### src/rtl/uart_brk_pkg.sv
package uart_brk_pkg;
  typedef enum logic [1:0] {
    PH_IDLE  = 2'd0,
    PH_START = 2'd1,
    PH_BODY  = 2'd2,
    PH_STOP  = 2'd3
  } tx_phase_e;

  function automatic int unsigned max_u(int unsigned a, int unsigned b);
    return (a > b) ? a : b;
  endfunction
endpackage

### src/rtl/tx_hold_buf.sv
module tx_hold_buf #(
  parameter int unsigned DATA_W = 8
) (
  input  logic              clk_i,
  input  logic              rst_ni,
  input  logic              flush_i,
  input  logic              wr_i,
  input  logic [DATA_W-1:0] wr_data_i,
  input  logic              take_i,
  output logic              valid_o,
  output logic [DATA_W-1:0] data_o
);
  always_ff @(posedge clk_i or negedge rst_ni) begin
    if (!rst_ni) begin
      valid_o <= 1'b0;
      data_o  <= '0;
    end else if (flush_i) begin
      valid_o <= 1'b0;
    end else if (take_i) begin
      valid_o <= 1'b0;
    end else if (wr_i && !valid_o) begin
      valid_o <= 1'b1;
      data_o  <= wr_data_i;
    end
  end
endmodule

### src/rtl/tx_brk_ctrl.sv
module tx_brk_ctrl (
  input  logic clk_i,
  input  logic rst_ni,
  input  logic set_i,
  input  logic done_i,
  output logic pend_o
);
  always_ff @(posedge clk_i or negedge rst_ni) begin
    if (!rst_ni)     pend_o <= 1'b0;
    else if (set_i)  pend_o <= 1'b1;
    else if (done_i) pend_o <= 1'b0;
  end
endmodule

### src/rtl/tx_shift_unit.sv
module tx_shift_unit
  import uart_brk_pkg::*;
#(
  parameter int unsigned DATA_W    = 8,
  parameter int unsigned BRK_ZEROS = 12
) (
  input  logic              clk_i,
  input  logic              rst_ni,
  input  logic              en_i,
  input  logic              tick_i,
  input  logic              hold_valid_i,
  input  logic [DATA_W-1:0] hold_data_i,
  input  logic              brk_pend_i,
  output logic              take_o,
  output logic              brk_done_o,
  output logic              busy_o,
  output logic              txd_o
);
  localparam int unsigned MAX_BODY = max_u(DATA_W, BRK_ZEROS);
  localparam int unsigned CNT_W    = $clog2(MAX_BODY + 1);
  localparam logic [CNT_W-1:0] DATA_LAST = CNT_W'(DATA_W - 1);
  localparam logic [CNT_W-1:0] BRK_LAST  = CNT_W'(BRK_ZEROS - 1);

  tx_phase_e         phase_q;
  logic [DATA_W-1:0] sh_q;
  logic [CNT_W-1:0]  cnt_q;
  logic              brk_mode_q;
  logic              can_load;
  logic              brk_eff;

  assign can_load   = (phase_q == PH_IDLE) || (phase_q == PH_STOP);
  assign take_o     = en_i && tick_i && hold_valid_i && can_load;
  assign brk_done_o = en_i && tick_i && (phase_q == PH_STOP) && brk_mode_q;
  // a break finishing on this tick must not turn the queued byte into a break
  assign brk_eff    = brk_pend_i && !brk_done_o;
  assign busy_o     = (phase_q != PH_IDLE);

  always_ff @(posedge clk_i or negedge rst_ni) begin
    if (!rst_ni) begin
      phase_q    <= PH_IDLE;
      sh_q       <= '0;
      cnt_q      <= '0;
      brk_mode_q <= 1'b0;
    end else if (!en_i) begin
      phase_q    <= PH_IDLE;
      brk_mode_q <= 1'b0;
    end else if (tick_i) begin
      if (take_o) begin
        phase_q    <= PH_START;
        brk_mode_q <= brk_eff;
        sh_q       <= brk_eff ? '0 : hold_data_i;
      end else begin
        unique case (phase_q)
          PH_START: begin
            phase_q <= PH_BODY;
            cnt_q   <= brk_mode_q ? BRK_LAST : DATA_LAST;
          end
          PH_BODY: begin
            if (cnt_q == '0) begin
              phase_q <= PH_STOP;
            end else begin
              cnt_q <= cnt_q - 1'b1;
              sh_q  <= sh_q >> 1;
            end
          end
          PH_STOP: phase_q <= PH_IDLE;
          default: phase_q <= PH_IDLE;
        endcase
      end
    end
  end

  always_comb begin
    unique case (phase_q)
      PH_START: txd_o = 1'b0;
      PH_BODY:  txd_o = sh_q[0];
      default:  txd_o = 1'b1;
    endcase
  end
endmodule

### src/rtl/uart_brk_tx.sv
module uart_brk_tx #(
  parameter int unsigned DATA_W    = 8,
  parameter int unsigned BRK_ZEROS = 12
) (
  input  logic              clk_i,
  input  logic              rst_ni,
  input  logic              tx_en_i,
  input  logic              brk_set_i,
  input  logic              wr_i,
  input  logic [DATA_W-1:0] wr_data_i,
  input  logic              baud_tick_i,
  output logic              txd_o,
  output logic              buf_empty_o,
  output logic              shift_idle_o,
  output logic              brk_o
);
  logic              hold_valid;
  logic [DATA_W-1:0] hold_data;
  logic              take;
  logic              brk_done;
  logic              busy;
  logic              wr_ok;

  assign wr_ok = wr_i && tx_en_i;

  tx_hold_buf #(.DATA_W(DATA_W)) u_buf (
    .clk_i     (clk_i),
    .rst_ni    (rst_ni),
    .flush_i   (!tx_en_i),
    .wr_i      (wr_ok),
    .wr_data_i (wr_data_i),
    .take_i    (take),
    .valid_o   (hold_valid),
    .data_o    (hold_data)
  );

  tx_brk_ctrl u_brk (
    .clk_i  (clk_i),
    .rst_ni (rst_ni),
    .set_i  (brk_set_i),
    .done_i (brk_done),
    .pend_o (brk_o)
  );

  tx_shift_unit #(.DATA_W(DATA_W), .BRK_ZEROS(BRK_ZEROS)) u_shift (
    .clk_i        (clk_i),
    .rst_ni       (rst_ni),
    .en_i         (tx_en_i),
    .tick_i       (baud_tick_i),
    .hold_valid_i (hold_valid),
    .hold_data_i  (hold_data),
    .brk_pend_i   (brk_o),
    .take_o       (take),
    .brk_done_o   (brk_done),
    .busy_o       (busy),
    .txd_o        (txd_o)
  );

  assign buf_empty_o  = !hold_valid;
  assign shift_idle_o = !busy;
endmodule

### config.mk
export PLATFORM = sky130hd
export DESIGN_NAME = uart_brk_tx
export DESIGN_NICKNAME = d
export VERILOG_FILES = /design/src/rtl/uart_brk_pkg.sv /design/src/rtl/tx_hold_buf.sv /design/src/rtl/tx_brk_ctrl.sv /design/src/rtl/tx_shift_unit.sv /design/src/rtl/uart_brk_tx.sv
export SDC_FILE = /design/constraint.sdc
export NUM_CORES = 1
export LEC_CHECK = 0
export BUFFER_PORTS_ARGS = -buffer_cell sky130_fd_sc_hd__buf_2
export CAP_MARGIN = 30
export CORE_UTILIZATION = 30
export DETAILED_ROUTE_END_ITERATION = 16
export GPL_TIMING_DRIVEN = 0
export HOLD_SLACK_MARGIN = 0.08
export PLACE_DENSITY = 0.54
export SLEW_MARGIN = 5
export SYNTH_ARGS = -nofsm -noshare
export SYNTH_HDL_FRONTEND = slang
export SYNTH_HIERARCHICAL = 1
export SYNTH_SLANG_ARGS = --single-unit
### constraint.sdc
create_clock -name clk_i -period 2 [get_ports clk_i]
set_input_delay 0.4 -clock clk_i [delete_from_list [all_inputs] [get_ports clk_i]]
set_output_delay 0.4 -clock clk_i [all_outputs]
set_load 0.005 [all_outputs]
==> flow_metrics.py, run 1 <==
metrics = {
    "run_status": {
        "status": "finished clean",
    },
    "cells_and_area": {
        "antenna_cells": 0,
        "mostFrequentLayoutCells": "dfrtp_1 (25), buf_2 (21), o211ai_1 (15)",
        "final_nets": 179,
        "seqCellArea_um2": 626,
        "fillers": 440,
        "multiInputGateArea_um2": 674,
        "final_common_cell": "dfrtp_1",
        "instances_no_fill": 211,
        "final_area_mm2": 0.00166,
        "area_delta_synth_final_pct": 21.0,
        "layout-drive-gt1-share_pct": 30.8,
    },
    "placed_design": {
        "port_buffers": 17,
        "placed_cells": 200,
        "placed_cell_area_mm2": 0.00153,
        "dpl.hpwl_um": 2210,
        "pre_cts_ws_ns": -0.296,
        "gp_congestion": 0.838,
    },
    "timing": {
        "fin_worst_skew_ns": 0.00363,
        "worst_slew_pin_slew_ns": 0.573,
        "max_freq_ghz": 0.524,
        "drv_slew": 0,
        "finalHoldViolCount": 0,
        "fin_crit_ns": 1.91,
        "finalSetupViolCount": 0,
        "hold_slack_ns": 0.122,
        "setup_ws_ns": 0.0909,
        "timing.slew.headroom_pct": 61.8,
        "period_share_pct": 95.5,
    },
    "yosys": {
        "synth_cells": 131,
        "synth_top_flop_cell": "dfrtp_1",
        "synth-edff-count": 0,
        "syn_area_per_cell_um2": 10.4,
        "ys_seq_area_share_pct": 45.7,
        "yosys_warnings": 6,
        "synth.area.mux_share_pct": 6.59,
        "yosys.area.top_type_share_pct": 45.7,
        "synth_xor_area_share_pct": 0,
        "synth_fa_ha_area_share_pct": 4.57,
        "ys_seq_elements": 25,
        "synth_top_family_by_area": "compound AO/OA/AOI/OAI gates",
        "synthSimpleGateAreaFrac_pct": 17.4,
        "synth_cell_types": 37,
        "syn_nets": 150,
        "yosysTopAreaCell": "dfrtp_1",
        "synthArstFlopShare_pct": 100,
        "ys_top_cells_by_area": "dfrtp_1 (46%), o211ai_1 (8.2%), mux2_2 (6.6%)",
        "synth_compound_area_share_pct": 19.2,
        "synth_area_mm2": 0.00137,
    },
    "drt": {
        "via_count": 1123,
        "antenna_left": 0,
        "via_per_inst": 5.32,
        "drc_errors": 0,
        "drt-total-wl_um": 3020,
        "wire_per_inst_um": 14.3,
        "drtIter0Drc": 23,
        "firstDrtPassIters": 4,
    },
    "global_route": {
        "antenna_found_initial": 0,
        "grt_overflow": 0,
        "grt.total_usage_pct": 14.2,
        "grt_pass1_wl_um": 5540,
        "grt_max_degree": 26,
        "first_global_vias": 1205,
    },
    "pwr": {
        "pwr-share-comb_pct": 14.3,
        "vdd_drop_max_uv": 407,
        "p_seq_share_pct": 57.7,
        "p_leak_uw": 0.000748,
        "powerDensity_mw_per_mm2": 644,
        "clkPwrFrac_pct": 28.0,
        "p_total_uw": 1070,
        "switchingPower_uw": 276,
        "netSwitchingFraction_pct": 25.9,
        "p_int_uw": 790,
    },
    "cts": {
        "clk_pin_slew_ns": 0.09,
        "cts_tree": "done",
        "cts-hold-fix-buffers": 0,
        "cts-buffers-inserted": 3,
        "htree_levels": 1,
        "clk_latency_ns": 0.26,
        "cts.sinks": 25,
        "cts_buffer_depth": 2,
        "root_buffer": "clkbuf_8",
    },
    "floorplanning": {
        "design.die.area_mm2": 0.00483,
        "core_mm2": 0.00435,
        "fp.dieH_um": 69.5,
        "row_count": 24,
        "die_width_um": 69.5,
        "initial_core_util_pct": 31.4,
        "ios": 18,
    },
    "critical_path": {
        "rrSetupSlack_ns": 0.09,
        "worstPathRequired_ns": 2.15,
        "critPathCapture": "u_buf/data_o[4]$_DFFE_PN0P_",
        "crit_path_max_fanout": 7,
        "r2r-start": "u_shift/phase_q[0]$_DFFE_PN0P_",
        "critPathKind": "reg2reg",
        "cp-start-kind": "register",
        "crit_path_start": "u_shift/phase_q[0]$_DFFE_PN0P_",
        "r2r_cells": 7,
        "crit_arrival_ns": 2.06,
        "reg2reg_to": "u_buf/data_o[4]$_DFFE_PN0P_",
        "end_kind": "register",
    },
    "run": {
        "max_cap_violations": 0,
    },
    "worst_hold_path": {
        "hold_path_class": "in2async",
    },
}
[repair_timing]
action                                  CTS  global route
resized for setup                         2             6
pin swaps                                 1             2
endpoints found under the setup margin    8             9
setup buffers                             5             2
[power by group through the flow]
stage | logic [uW] | registers [uW] | clock network [uW]
6_report | 152 | 615 | 298
4_1_cts | 152 | 617 | 311
5_1_grt | 173 | 629 | 339
2_1_floorplan | 103 | 610 | 0
3_5_place_dp | 145 | 627 | 0
3_3_place_gp | 136 | 621 | 0
[through the flow]
step / setup TNS (ns) / util [%]
CTS: 0 / 37.5
floorplan: 0 / -
global route: -0.0165 / 38.0
finish: 0 / 38.0
global placement: -1.61 / 35.2
detailed placement: -2.32 / 35.2
[layout make-up]
| cell class | instances | area share (%) |
|---|---|---|
| flip-flops and latches | 25 | 37.8 |
| plain buffers | 8 | 2.57 |
| repair buffers | 24 | 8.54 |
| clock inverters | 1 | 0.302 |
| inverters | 14 | 3.63 |
| clock buffers | 3 | 2.49 |
| well taps | 52 | 3.93 |
| multi-input cells | 84 | 40.7 |
[registers in the layout, indices dropped and copies added (netlist names)]
| name | count |
|---|---|
| u_brk/pend_o | 1 |
| u_buf/data_o | 8 |
| u_buf/valid_o | 1 |
| u_shift/brk_mode_q | 1 |
| u_shift/cnt_q | 4 |
| u_shift/phase_q | 2 |
| u_shift/sh_q | 8 |
[cell usage after synthesis (2+ instances only)]
library cell / n
a21oi_1: 3
clkbuf_1: 3
nor3_1: 3
buf_2: 5
dfrtp_1: 25
o211ai_1: 15
o21ai_0: 6
nor2_1: 2
o31ai_1: 2
nand4_1: 7
a211oi_1: 2
mux2_2: 8
a221o_1: 2
inv_1: 13
nand3_1: 9
ha_1: 5
[how the worst min path moves through the flow]
stage,start,end,slack (ns)
after global routing,rst_ni,u_shift/sh_q[0]$_DFFE_PN0P_,0.16
after detailed placement,rst_ni,u_shift/sh_q[5]$_DFFE_PN0P_,0.44
after CTS,rst_ni,u_shift/cnt_q[3]$_DFFE_PN0P_,0.14
after global placement,rst_ni,u_shift/sh_q[5]$_DFFE_PN0P_,0.42
final,rst_ni,u_shift/cnt_q[1]$_DFFE_PN0P_,0.12
after floorplan,rst_ni,u_brk/pend_o$_DFFE_PN0P_,0.10
[layer usage]
layer  share of wire (%)  vias up  GRT usage (%)
met2                  51       17           25.6
met5                   0        -              0
met3                 2.7        2           2.47
met4                0.46        0           4.76
li1                    -      546              -
met1                  46      558           16.9
[logic make-up (layout without fill, tap and decap cells)]
group | after synthesis | after routing
AOI/OAI and AO/OA | 37 | 37
and+or+nand+nor | 34 | 34
DFF | 25 | 25
buffers and inverters | 22 | 50
muxes | 8 | 8
adders and majority gates | 5 | 5
[worst max-delay path, stage by stage, from the launching register on]
cell	delay (ns)
dfrtp_1	0.36
inv_1	0.09
ha_4	0.30
nand4b_4	0.15
clkinv_4	0.08
nor4b_4	0.29
buf_6	0.18
mux2_2	0.34
(Power assumes the default switching activity.)
==> run 2, diff against run 1 <==
--- a/config.mk
+++ b/config.mk
@@ -7,11 +7,11 @@
 export LEC_CHECK = 0
 export BUFFER_PORTS_ARGS = -buffer_cell sky130_fd_sc_hd__buf_2
 export CAP_MARGIN = 30
-export CORE_UTILIZATION = 30
+export CORE_UTILIZATION = 50
 export DETAILED_ROUTE_END_ITERATION = 16
 export GPL_TIMING_DRIVEN = 0
 export HOLD_SLACK_MARGIN = 0.08
-export PLACE_DENSITY = 0.54
+export PLACE_DENSITY = 0.78
 export SLEW_MARGIN = 5
 export SYNTH_ARGS = -nofsm -noshare
 export SYNTH_HDL_FRONTEND = slang
==> constraint.sdc (replaced) <==
create_clock -name clk_i -period 1.5 [get_ports clk_i]
set_input_delay 0.3 -clock clk_i [delete_from_list [all_inputs] [get_ports clk_i]]
set_output_delay 0.3 -clock clk_i [all_outputs]
set_load 0.005 [all_outputs]
==> run 2 against run 1 <==
  * The flow now finishes with violations (negative setup slack)
  * Register-to-register slack lost 0.45 ns
  * Cell area grew 13%
  * Worst setup slack lost 0.45 ns
  * Sequential share of layout area shrank 4.3 points
  * Core utilization grew 36 points
  * Final cell count shrank 4.3%
  * Routed wire length grew 17%
  * Count of clock-buffer cells in the layout grew 1
  * Critical path depth is the same
  * Non-clock buffer count grew 13
  * Hold slack gained 0.047 ns
  * Via count grew 11%
==> flow_metrics.py, run 2 (same netlist as run 1, synthesis figures left out) <==
metrics = {
    "run_status": {
        "status": "complete, but fails checks",
        "violations": "negative setup slack",
    },
    "cells_and_area": {
        "mostFrequentLayoutCells": "dfrtp_1 (25), buf_2 (21), buf_4 (16)",
        "instances_no_fill": 202,
        "final_common_cell": "dfrtp_1",
        "fillers": 159,
        "antenna_cells": 0,
        "final_nets": 192,
        "area_delta_synth_final_pct": 36.4,
        "reg_top3": "u_buf/data_o x8, u_shift/sh_q x8, u_shift/cnt_q x4",
        "layout-drive-gt1-share_pct": 45.3,
        "fin_util_pct": 74.0,
    },
    "critical_path": {
        "worstPathRequired_ns": 1.71,
        "cp_slowest_stage_delay_ns": 0.39,
        "crit_arrival_ns": 2.07,
        "path_delay_family": "simple AND/OR/NAND/NOR gates",
        "critPathKind": "reg2reg",
        "critPathBufInv": 3,
        "path_cells": "inv_2 > ha_4 > nand4b_4 > clkinv_4 > nor4b_4 > buf_6 > mux2_4",
        "end_kind": "register",
        "worst-path-stages": 7,
        "rrSetupSlack_ns": -0.36,
        "crit_path_max_fanout": 6,
        "cp-start-kind": "register",
        "r2r_cells": 7,
        "cpMaxStageDelayCell": "dfrtp_1",
    },
    "timing": {
        "period_share_pct": 124,
        "fin_worst_skew_ns": 0.00418,
        "timing.slew.headroom_pct": 61.3,
        "finalHoldViolCount": 0,
        "fin_crit_ns": 1.86,
        "rsz0062_at_grt": "true",
        "max_freq_ghz": 0.538,
        "setup_ws_ns": -0.359,
        "drv_slew": 0,
        "worst_slew_pin_slew_ns": 0.581,
        "finalSetupViolCount": 19,
    },
    "placed_design": {
        "gp_congestion": 0.832,
        "placed_cells": 178,
        "dpl.hpwl_um": 2100,
        "port_buffers": 17,
    },
    "cts": {
        "cts_buffer_depth": 2,
        "htree_levels": 1,
        "cts-buffers-inserted": 3,
        "cts.sinks": 25,
        "clk_latency_ns": 0.32,
        "cts_tree": "done",
        "clk_pin_slew_ns": 0.13,
        "root_buffer": "clkbuf_4",
    },
    "drt": {
        "drtIter0Drc": 36,
        "via_per_inst": 6.14,
        "wire_per_inst_um": 17.6,
        "drc_errors": 0,
        "firstDrtPassIters": 4,
        "drt-total-wl_um": 3550,
        "antenna_left": 0,
        "via_count": 1241,
    },
    "pwr": {
        "p_leak_uw": 0.000846,
        "powerDensity_mw_per_mm2": 768,
        "vdd_drop_max_uv": 652,
        "p_total_uw": 1430,
    },
    "global_route": {
        "grt.total_usage_pct": 26.8,
        "antenna_found_initial": 0,
        "grt_max_degree": 26,
        "grt_overflow": 0,
        "first_global_vias": 1159,
        "grt_pass1_wl_um": 5530,
    },
    "floorplanning": {
        "fp.dieH_um": 54.3,
        "ios": 18,
        "core_mm2": 0.00252,
        "design.die.area_mm2": 0.00295,
        "row_count": 18,
        "die_width_um": 54.3,
        "initial_core_util_pct": 54.2,
    },
    "run": {
        "max_cap_violations": 0,
    },
    "worst_hold_path": {
        "hold_path_depth": 2,
        "hold_path_class": "in2reg",
    },
}
==> run 2: power breakdown <==
group | leakage [uW] | internal, uW | switching (uW)
Sequential | 0.000317 | 752 | 86.6
Combinational | 0.000514 | 175 | 119
Clock | 0.0000150 | 104 | 197
==> run 2: cell type report <==
type	instances	area, um^2	share of cell area [%]
buffer	7	63.8	3.42
clock buffer	4	26.3	1.41
inverter	14	57.6	3.09
multi-input combinational	84	807	43.3
sequential	25	626	33.5
tap	30	37.5	2.01
timing repair buffer	38	248	13.3
==> run 2: metrics by stage <==
step                worst slack [ns]  instance area [um^2]  setup TNS [ns]  hold slack (ns)
floorplan                     -0.455                  1410           -3.66          0.00441
finish                        -0.359                  1870           -5.54            0.169
detailed placement            -0.641                  1530           -6.99            0.325
global placement              -0.599                  1530           -5.96            0.311
global route                  -0.423                  1870           -7.05            0.148
CTS                           -0.305                  1750           -3.84            0.169
==> run 2: worst paths after layout <==
kind	startpoint	to
max in group asynchronous	rst_ni	u_buf/data_o[6]$_DFFE_PN0P_
worst max-delay path	u_shift/phase_q[0]$_DFFE_PN0P_	u_buf/data_o[5]$_DFFE_PN0P_
min in group asynchronous	rst_ni	u_shift/cnt_q[1]$_DFFE_PN0P_
worst min-delay path	brk_set_i	u_brk/pend_o$_DFFE_PN0P_
worst min register to register	u_buf/data_o[4]$_DFFE_PN0P_	u_buf/data_o[4]$_DFFE_PN0P_
worst max register to register	u_shift/phase_q[0]$_DFFE_PN0P_	u_buf/data_o[5]$_DFFE_PN0P_
==> run 2: what timing repair did <==
item,4_1_cts,5_1_grt
endpoints found under the setup margin,24,24
resized for setup,25,18
buffers inserted,12,6
endpoints found under the hold margin,25,0
cloned,1,1
hold buffers,1,0
pin swaps,3,12
==> run 2: per-layer routing <==
| layer | part of all wire [%] | global-route usage, % |
|---|---|---|
| met3 | 3.1 | 4.17 |
| met1 | 43 | 34.9 |
| met2 | 52 | 45.3 |
| met5 | 0 | 0 |
| met4 | 1.7 | 8.55 |
==> run 2: worst register-to-register path: cells and delay by family, from the launching register on <==
kind,cells,cell delay (ns)
adders and majority gates,1,0.27
muxes,1,0.31
DFF,1,0.39
and+or+nand+nor,2,0.46
buffers and inverters,3,0.33
==> run 3, diff against run 2 <==
--- a/config.mk
+++ b/config.mk
@@ -17,3 +17,4 @@
 export SYNTH_HDL_FRONTEND = slang
 export SYNTH_HIERARCHICAL = 1
 export SYNTH_SLANG_ARGS = --single-unit
+export TNS_END_PERCENT = 10
==> run 3 against run 2 <==
  * The flow still finishes with violations (negative setup slack)
  * Maximum frequency grew 1.5%
  * Critical path depth is the same
  * Non-clock buffer count shrank 9
  * Cell area shrank 7.1%
  * Worst setup slack gained 0.027 ns
  * Final cell count shrank 4.5%
  * Clock skew shrank 0.0016 ns
  * Critical endpoint is now u_buf/data_o[7]$_DFFE_PN0P_
==> flow_metrics.py, run 3 (same netlist as run 1, synthesis figures left out) <==
metrics = {
    "timing": {
        "max_freq_ghz": 0.546,
        "rsz0062_at_grt": "true",
        "worst_slew_pin_slew_ns": 0.556,
        "fin_crit_ns": 1.83,
        "setup_ws_ns": -0.332,
        "finalHoldViolCount": 0,
        "drv_slew": 0,
        "finalSetupViolCount": 24,
        "hold_slack_ns": 0.182,
        "fin_worst_skew_ns": 0.00258,
        "period_share_pct": 122,
        "timing.slew.headroom_pct": 62.9,
    },
    "drt": {
        "drtIter0Drc": 34,
        "via_count": 1196,
        "antenna_left": 0,
        "drc_errors": 0,
        "wire_per_inst_um": 18.4,
        "via_per_inst": 6.20,
        "drt-total-wl_um": 3550,
        "firstDrtPassIters": 4,
    },
    "cts": {
        "clk_pin_slew_ns": 0.14,
        "cts_tree": "done",
        "cts_buffer_depth": 2,
        "htree_levels": 1,
        "cts-buffers-inserted": 3,
        "cts.sinks": 25,
        "clk_latency_ns": 0.32,
        "root_buffer": "clkbuf_4",
    },
    "run_status": {
        "status": "complete, but fails checks",
        "violations": "negative setup slack",
    },
    "pwr": {
        "p_int_uw": 1010,
        "p_seq_share_pct": 59.4,
        "netSwitchingFraction_pct": 28.6,
        "switchingPower_uw": 404,
        "vdd_drop_max_uv": 749,
        "pwr-share-comb_pct": 18.3,
        "p_leak_uw": 0.000782,
        "p_total_uw": 1410,
        "clkPwrFrac_pct": 22.3,
        "powerDensity_mw_per_mm2": 814,
    },
    "cells_and_area": {
        "final_common_cell": "dfrtp_1",
        "final_area_mm2": 0.00173,
        "area_delta_synth_final_pct": 26.7,
        "reg_top3": "u_buf/data_o x8, u_shift/sh_q x8, u_shift/cnt_q x4",
        "mostFrequentLayoutCells": "dfrtp_1 (25), buf_2 (19), o211ai_1 (15)",
        "layout-drive-gt1-share_pct": 38.7,
        "instances_no_fill": 193,
        "antenna_cells": 0,
        "final_nets": 183,
    },
    "global_route": {
        "antenna_found_initial": 0,
        "grt_overflow": 0,
        "grt_max_degree": 26,
        "first_global_vias": 1097,
        "grt_pass1_wl_um": 5460,
        "grt.total_usage_pct": 26.5,
    },
    "critical_path": {
        "end_kind": "register",
        "crit_path_max_fanout": 8,
        "cp-start-kind": "register",
        "worstPathRequired_ns": 1.72,
        "crit_arrival_ns": 2.06,
        "critPathKind": "reg2reg",
    },
    "floorplanning": {
        "design.die.area_mm2": 0.00295,
        "initial_core_util_pct": 54.2,
        "fp.dieH_um": 54.3,
        "core_mm2": 0.00252,
        "die_width_um": 54.3,
        "ios": 18,
        "row_count": 18,
    },
    "worst_hold_path": {
        "hold_path_class": "in2reg",
    },
    "placed_design": {
        "gp_congestion": 0.863,
        "dpl.hpwl_um": 2000,
        "port_buffers": 17,
        "placed_cell_area_mm2": 0.00152,
        "placed_cells": 178,
    },
    "run": {
        "max_cap_violations": 0,
    },
}
==> run 3: power groups by stage <==
stage / Combinational (uW) / Clock [uW] / Sequential [uW]
6_report: 258 / 315 / 838
3_5_place_dp: 191 / 0 / 834
5_1_grt: 288 / 340 / 852
4_1_cts: 245 / 313 / 831
2_1_floorplan: 139 / 0 / 813
3_3_place_gp: 182 / 0 / 828
==> run 3: critical path, cell delays in order (launching register included) <==
cell      delay, ns
dfrtp_1        0.40
inv_2          0.07
ha_4           0.27
nand4b_4       0.15
clkinv_4       0.08
nor4b_4        0.26
buf_6          0.19
mux2_4         0.31
==> run 3: per-layer routing <==
layer / global-route usage [%] / wire length, um / vias up
li1: - / - / 553
met1: 33.9 / 1510 / 588
met2: 46.3 / 1780 / 44
met3: 3.33 / 143 / 11
met4: 7.69 / 115 / 0
met5: 0 / 0 / -
==> run 3: cell type report <==
cell class,count,area [um^2]
Buffer,7,57.6
Clock buffer,3,22.5
Clock inverter,1,7.51
Fill cell,177,790
Inverter,14,57.6
Multi-Input combinational cell,84,743
Sequential cell,25,626
Tap cell,30,37.5
Timing Repair Buffer,29,181
==> run 3: through the flow <==
step	TNS (ns)	util, %	setup WS, ns
after floorplan	-3.91	-	-0.455
after global placement	-6.36	60.1	-0.605
after detailed placement	-7.80	60.1	-0.692
after CTS	-3.75	67.2	-0.309
after global routing	-7.45	68.7	-0.396
final	-5.52	68.7	-0.332
==> run 3: path summary, 6_finish.rpt <==
check                      depth (start not counted)                              to  slack (ns)                           start
min reg2reg                                        1     u_buf/data_o[6]$_DFFE_PN0P_        0.54     u_buf/data_o[6]$_DFFE_PN0P_
max                                                7     u_buf/data_o[7]$_DFFE_PN0P_       -0.33  u_shift/phase_q[0]$_DFFE_PN0P_
min in group asynchronous                          2     u_shift/sh_q[2]$_DFFE_PN0P_        0.48                          rst_ni
max in group asynchronous                          2  u_shift/brk_mode_q$_DFFE_PN0P_        0.65                          rst_ni
max reg2reg                                        7     u_buf/data_o[7]$_DFFE_PN0P_       -0.33  u_shift/phase_q[0]$_DFFE_PN0P_
min                                                2        u_brk/pend_o$_DFFE_PN0P_        0.18                       brk_set_i
==> run 3: what timing repair did <==
action                                  in CTS  in global routing
hold buffers                                 1                  0
setup buffers                                8                  3
hold endpoints to repair                    25                  0
gates resized for setup                     27                  8
endpoints found under the setup margin      24                 25
pin swaps                                    3                  7
